==> src/rtl/mgn_div_pkg.sv <==
package mgn_div_pkg;

    // Width of the feedback divider word
    parameter int DIV_W = 6;

    typedef logic [DIV_W-1:0] div_t;

    // Register state of the serial shift/commit engine
    typedef struct packed {
        logic sclk_prev;   // synchronized serial clock, previous cycle
        logic ld_prev;     // synchronized strobe, previous cycle
        div_t sreg;        // shift register
        div_t ctrl;        // committed divider word
    } shift_state_t;

endpackage

==> src/rtl/mgn_sync.sv <==
module mgn_sync #(
    parameter int WIDTH  = 1,
    parameter int STAGES = 2
) (
    input  logic             clk,
    input  logic             rst_n,
    input  logic [WIDTH-1:0] d_in,
    output logic [WIDTH-1:0] d_out
);

    logic [WIDTH-1:0] stg_d [STAGES];
    logic [WIDTH-1:0] stg_q [STAGES];

    for (genvar k = 0; k < STAGES; k++) begin : g_stage
        if (k == 0) begin : g_first
            always_comb stg_d[k] = d_in;
        end else begin : g_next
            always_comb stg_d[k] = stg_q[k-1];
        end

        always_ff @(posedge clk or negedge rst_n) begin
            if (!rst_n) stg_q[k] <= '0;
            else        stg_q[k] <= stg_d[k];
        end
    end

    assign d_out = stg_q[STAGES-1];

endmodule

==> src/rtl/mgn_shift_ctl.sv <==
module mgn_shift_ctl
    import mgn_div_pkg::*;
#(
    parameter int NOMINAL = 50
) (
    input  logic clk,
    input  logic rst_n,
    input  logic sclk_s,
    input  logic dat_s,
    input  logic ld_s,
    output div_t ctrl_val
);

    localparam div_t NOM_V = div_t'(NOMINAL);

    shift_state_t st_d, st_q;
    logic sclk_rise;
    logic ld_fall;

    always_comb begin
        st_d      = st_q;
        sclk_rise = sclk_s & ~st_q.sclk_prev;
        ld_fall   = ~ld_s & st_q.ld_prev;
        st_d.sclk_prev = sclk_s;
        st_d.ld_prev   = ld_s;
        if (ld_s && sclk_rise) begin
            st_d.sreg = {st_q.sreg[DIV_W-2:0], dat_s};
        end
        if (ld_fall) begin
            st_d.ctrl = st_q.sreg;
        end
    end

    always_ff @(posedge clk or negedge rst_n) begin
        if (!rst_n) begin
            st_q.sclk_prev <= 1'b0;
            st_q.ld_prev   <= 1'b0;
            st_q.sreg      <= NOM_V;
            st_q.ctrl      <= NOM_V;
        end else begin
            st_q <= st_d;
        end
    end

    assign ctrl_val = st_q.ctrl;

    // a qualified clock edge shifts the data bit in at the bottom
    a_r2_shift_in: assert property (@(posedge clk) disable iff (!rst_n)
        (sclk_rise && ld_s) |=> st_q.sreg == {$past(st_q.sreg[DIV_W-2:0]), $past(dat_s)});

    // strobe low freezes the shift register
    a_r3_hold_idle: assert property (@(posedge clk) disable iff (!rst_n)
        !ld_s |=> $stable(st_q.sreg));

    // strobe fall copies the shift register
    a_r4_commit: assert property (@(posedge clk) disable iff (!rst_n)
        ld_fall |=> st_q.ctrl == $past(st_q.sreg));

    // no strobe fall, no change of the committed word
    a_r4_ctrl_stable: assert property (@(posedge clk) disable iff (!rst_n)
        !ld_fall |=> $stable(st_q.ctrl));

endmodule

==> src/rtl/mgn_div_ctrl.sv <==
module mgn_div_ctrl
    import mgn_div_pkg::*;
#(
    parameter int NOMINAL  = 50,
    parameter int RANGE_LO = 45,
    parameter int RANGE_HI = 55,
    parameter int SYNC_N   = 2
) (
    input  logic             clk,
    input  logic             rst_n,
    input  logic             ser_clk,
    input  logic             ser_dat,
    input  logic             ser_ld,
    input  logic             mode_sel,
    output logic [DIV_W-1:0] div_val,
    output logic             margin_on,
    output logic             in_range
);

    localparam div_t NOM_V = div_t'(NOMINAL);
    localparam div_t LO_V  = div_t'(RANGE_LO);
    localparam div_t HI_V  = div_t'(RANGE_HI);

    logic [3:0] raw_in;
    logic [3:0] syn_out;
    div_t       ctrl_val;
    div_t       active;

    assign raw_in = {mode_sel, ser_ld, ser_clk, ser_dat};

    mgn_sync #(.WIDTH(4), .STAGES(SYNC_N)) u_sync (
        .clk   (clk),
        .rst_n (rst_n),
        .d_in  (raw_in),
        .d_out (syn_out)
    );

    mgn_shift_ctl #(.NOMINAL(NOMINAL)) u_shift (
        .clk      (clk),
        .rst_n    (rst_n),
        .sclk_s   (syn_out[1]),
        .dat_s    (syn_out[0]),
        .ld_s     (syn_out[2]),
        .ctrl_val (ctrl_val)
    );

    always_comb begin
        active    = syn_out[3] ? ctrl_val : NOM_V;
        div_val   = active;
        margin_on = syn_out[3];
        in_range  = (active >= LO_V) && (active <= HI_V);
    end

    // default mode always shows the nominal divider
    a_r5_default_nominal: assert property (@(posedge clk) disable iff (!rst_n)
        !margin_on |-> div_val == NOM_V);

    // leaving margining restores nominal
    a_r9_restore: assert property (@(posedge clk) disable iff (!rst_n)
        $fell(margin_on) |-> div_val == NOM_V);

endmodule

==> config.mk <==
export PLATFORM = sky130hd
export DESIGN_NAME = mgn_div_ctrl
export DESIGN_NICKNAME = d
export VERILOG_FILES = /design/src/rtl/mgn_div_pkg.sv /design/src/rtl/mgn_sync.sv /design/src/rtl/mgn_shift_ctl.sv /design/src/rtl/mgn_div_ctrl.sv
export SDC_FILE = /design/constraint.sdc
export NUM_CORES = 1
export LEC_CHECK = 0
export BUFFER_PORTS_ARGS = -buffer_cell sky130_fd_sc_hd__buf_2
export CORE_MARGIN = 5
export CORE_UTILIZATION = 45
export DETAILED_ROUTE_END_ITERATION = 7
export GPL_TIMING_DRIVEN = 0
export PLACE_DENSITY_LB_ADDON = 0.05
export SYNTH_ARGS = -nofsm -noshare
export SYNTH_HDL_FRONTEND = slang
export SYNTH_SLANG_ARGS = --single-unit
==> constraint.sdc <==
create_clock -name clk -period 1.5 [get_ports clk]
set_clock_uncertainty 0.05 [all_clocks]
set_input_delay 0.3 -clock clk [delete_from_list [all_inputs] [get_ports clk]]
set_output_delay 0.3 -clock clk [all_outputs]
set_load 0.01 [all_outputs]
======== After elaboration in Yosys (flattened, before gate mapping) ========
Cells that the tools add are included.
operators by class
  bitwise logic cells ..................... 4
  $lt $le $gt $ge ......................... 2
  multiplexer cells ....................... 1
  reductions and logical operators ........ 2
operators by type and width
  cell                                                       number
  greater-or-equal comparator 6 bit (second input constant)  1
  less-or-equal comparator 6 bit (second input constant)     1
  2-to-1 mux 6 bit                                           1
  AND 1 bit                                                  2
  logical AND 1 bit                                          2
  NOT 1 bit                                                  2
word-level totals
  output and inout port bits .............. 8
  bits in registers ....................... 22
  word-level logic and storage cells ...... 15

======== Depth between registers and ports, before layout ========
  depth in word-level cells ............... 3
  gate-level depth with buffers ........... 3
  depth with buffers taken out ............ 2

======== By module ========
From an unflattened synthesis, not the netlist that was laid out.
unflattened totals
  cells, all modules ...................... 53
  area total of the unflattened synthesis .. 867.1 sq um
modules (own cells, without submodules)
  module         area each (sq um)  cells each  times used  seq. area each (sq um)
  mgn_shift_ctl  598.1              35          1           357.8
  mgn_sync       200.2              8           1           200.2
  mgn_div_ctrl   68.8               10          1           0.0

======== Worst setup path before layout ========
OpenSTA, ideal clock, no wires.
  path type ............................... register -> output
  start ................................... register u_shift.st_q (netlist bit u_shift.ctrl_val[5])
  end ..................................... output in_range
  cell stages (with the launch flop) ...... 3
  arrival time ............................ 0.862 ns
  slack ................................... 0.288 ns
  cell sequence ........................... dfstp_2 -> nand4b_1 -> o211ai_1
on the way
  word-level cells in the longest chain between the ends .. 3
ends and longest elaborated chain
  element                                                                              line                 source
  from (decl)                                                                          mgn_shift_ctl.sv:16  shift_state_t st_d, st_q;
  from (signal assigned)                                                               mgn_shift_ctl.sv:41  st_q <= st_d;
  2-to-1 mux 6 bit (*)                                                                 mgn_div_ctrl.sv:48   active = syn_out[3] ? ctrl_val : NOM_V;
  greater-or-equal comparator 6 bit or less-or-equal comparator 6 bit (tied branches)  mgn_div_ctrl.sv:51   in_range = (active >= LO_V) && (active <= HI_V);
  logical AND 1 bit (*)                                                                mgn_div_ctrl.sv:51
  to (decl)                                                                            mgn_div_ctrl.sv:17   output logic in_range
Every way passes the cells marked *; elsewhere a longest branch is shown, timed or not.

======== Worst setup path in the final report ========
Same ends and word-level chain as after synthesis.

==> impl_metrics.tcl <==
set metrics [dict create \
    reg2reg_setup_slack_ps 290 \
    synth.cell_area_um2 818 \
    grt.met1_usage 0.125 \
    synthMostInstantiatedCell "dfrtp_1" \
    track_usage 0.0987 \
    viasPerCell 4.59 \
    drive_gt1_frac 0.591 \
    grt_max_degree 23 \
    h-tree-depth 1 \
    dr.pass1.iters 2 \
    wire_per_inst_um 11.9 \
    yosys-top-cells-count "dfrtp_1 (16), dfstp_2 (6), mux2_2 (6), mux2_4 (6)" \
    p_leak_nw 0.451 \
    cts.sinks 22 \
    max_freq_mhz 625 \
    n_antenna_cell 0 \
    synth_top_cell_area_share 0.489 \
    path_clk_slew_ps 110 \
    synth_async_sr_flop_share 1.00 \
    grt_pass1_vias 453 \
    vias 418 \
    slew_viol_final 0 \
    fin_nets 73 \
    fin_ws_ps -101 \
    setup.worst_path.class "reg2out" \
    rows 15 \
    grtUsageMet2 0.153 \
    reg2reg_depth 3 \
    wirelength_mm 1.08 \
    syn_avg_cell_area_um2 17.4 \
    cp-start-kind "flop" \
    fin_crit_ps 1600 \
    yosys_most_used_dff "dfrtp_1" \
    crit_fanout 3 \
    ir_drop_mv 0.853 \
    synth_largest_area_cell "dfrtp_1" \
    cts-root-buf "clkbuf_4" \
    powerDensity_nw_per_um2 1600 \
    io_pins 14 \
    antenna_found_initial 0 \
    gp_congestion 0.639 \
    yosys-top-cells-area "dfrtp_1 (49%), dfstp_2 (19%), mux2_4 (11%), mux2_2 (8.3%), nand3b_4 (2.4%)" \
    rsz0062_at_grt "yes" \
    grt_overflow 0 \
    seq_area_frac_synth 0.682 \
    worstMarginPinSlew_ps 458 \
    initial_core_util 0.474 \
    synth_edf_count 0 \
    syn_inst 47 \
    busiest_layer "met2" \
    cts_tree "built" \
    yosysWarnings 0 \
    io_buffers 13 \
    relSlewSlack 0.694 \
    clock_path_buffers 2 \
    period_share 1.07 \
    whs_path_depth 1 \
    drt_iter0_markers 2 \
    final-setup-viol-count 2 \
    violations "setup timing" \
    hp-start "ser_clk" \
    setup_tns_ps -120 \
    crit_required_ps 1150 \
    ys_seq_elements 22 \
    hp-class "in2reg" \
    core_um2 1730 \
    grt_pass1_wl_mm 1.97 \
    syn-num-nets 53 \
    r2r_start "u_sync.d_out[2]$_DFF_PN0_" \
    finalHoldViolations 0 \
    status "complete, but fails checks" \
    clock_latency_ps 290 \
    cap_violations 0 \
    synthToLayoutAreaGrowth_pct 18.5 \
    detail-route-antenna-nets 0 \
    die_w_um 52.6 \
    numCtsBuffers 3 \
    grt_util_met3 0.0342 \
    synthDistinctLibCells 13 \
    r2r_end "u_shift.ctrl_val[2]$_DFFE_PN0P_" \
    critical_path_arrival_ps 1250 \
    place_ws_ps 200 \
    worstSetupEndpointType "primary output" \
    min_to "u_sync.stg_d[1]$_DFF_PN0_" \
    drc 0 \
    whs_ps 53.6 \
    die_area_um2 2770 \
    dieHeight_um 52.6 \
]
[cell usage in the layout (no fill, tap or decap)]
master and n:
nor2b_1 1, nand3b_4 1, dfstp_2 6, o211ai_1 1
buf_4 1, buf_6 1, nor2_1 1, clkbuf_4 3
nand4b_1 1, mux2_4 6, clkbuf_8 1, mux2_2 6
dlygate4sd3_1 1, and2_1 3, buf_2 13, dfrtp_1 15
nand3b_1 1, nand2b_1 3, dfrtp_2 1
[power breakdown]
part | total [mW] | internal (mW) | leakage [nW] | switching (mW)
clock | 0.305 | 0.148 | 0.0210 | 0.157
combinational | 0.344 | 0.236 | 0.179 | 0.107
sequential | 0.898 | 0.792 | 0.251 | 0.106
total | 1.55 | 1.18 | 0.451 | 0.371
[worst max path at each step]
stage / end / start / slack (ps)
CTS: in_range / u_shift.ctrl_val[5]$_DFFE_PN1P_ / -140
floorplan: in_range / u_shift.ctrl_val[5]$_DFFE_PN1P_ / 290
global placement: in_range / u_shift.ctrl_val[5]$_DFFE_PN1P_ / 210
finish: in_range / u_shift.ctrl_val[5]$_DFFE_PN1P_ / -100
detailed placement: in_range / u_shift.ctrl_val[5]$_DFFE_PN1P_ / 200
global route: in_range / u_shift.ctrl_val[5]$_DFFE_PN1P_ / -200
[per-stage QoR]
stage	util	cells	power, mW	instance area, um2
after floorplan	-	47	1.13	818
after global placement	0.530	85	1.24	915
after detailed placement	0.530	85	1.25	915
after CTS	0.561	91	1.58	968
after global routing	0.562	91	1.66	970
final	0.562	91	1.55	970
[final cells by class]
class | count | area (um2)
Sequential cell | 22 | 559
Clock buffer | 4 | 36.3
Tap cell | 25 | 31.3
Buffer | 1 | 11.3
Multi-Input combinational cell | 24 | 249
Fill cell | 153 | 757
Timing Repair Buffer | 15 | 82.6
[sequential cells by signal (all words and copies together), names as in the netlist]
signal,count
u_shift.st_q,8
u_shift.ctrl_val,6
u_sync.d_out,4
u_sync.stg_d,4
[worst max-delay path: stages, from the launching register on]
cell	delay (ps)
dfstp_2	560
nand4b_1	90
o211ai_1	150
buf_2	150
[per-layer routing]
| layer | wire length (um) | vias up |
|---|---|---|
| li1 | - | 198 |
| met1 | 483 | 206 |
| met2 | 527 | 14 |
| met3 | 73 | 0 |
| met4 | 0 | 0 |
| met5 | 0 | - |
[timing repair]
item                       4_1_cts  5_1_grt
buffers inserted                 1        0
hold buffers                     1        0
hold endpoints to repair        16        0
gates cloned                     0        0
resized for setup                0        1
setup endpoints to repair        1        3
pin swaps                        0        0
[kinds of logic (layout without fill, tap and decap cells)]
logic type | after synthesis | in the layout | share of synthesized area
and+or+nand+nor | 11 | 11 | 0.102
DFF | 22 | 22 | 0.682
AOI/OAI and AO/OA | 1 | 1 | 0.00918
muxes | 12 | 12 | 0.193
buffers and inverters | 1 | 20 | 0.0138
(Power assumes the default switching activity.)
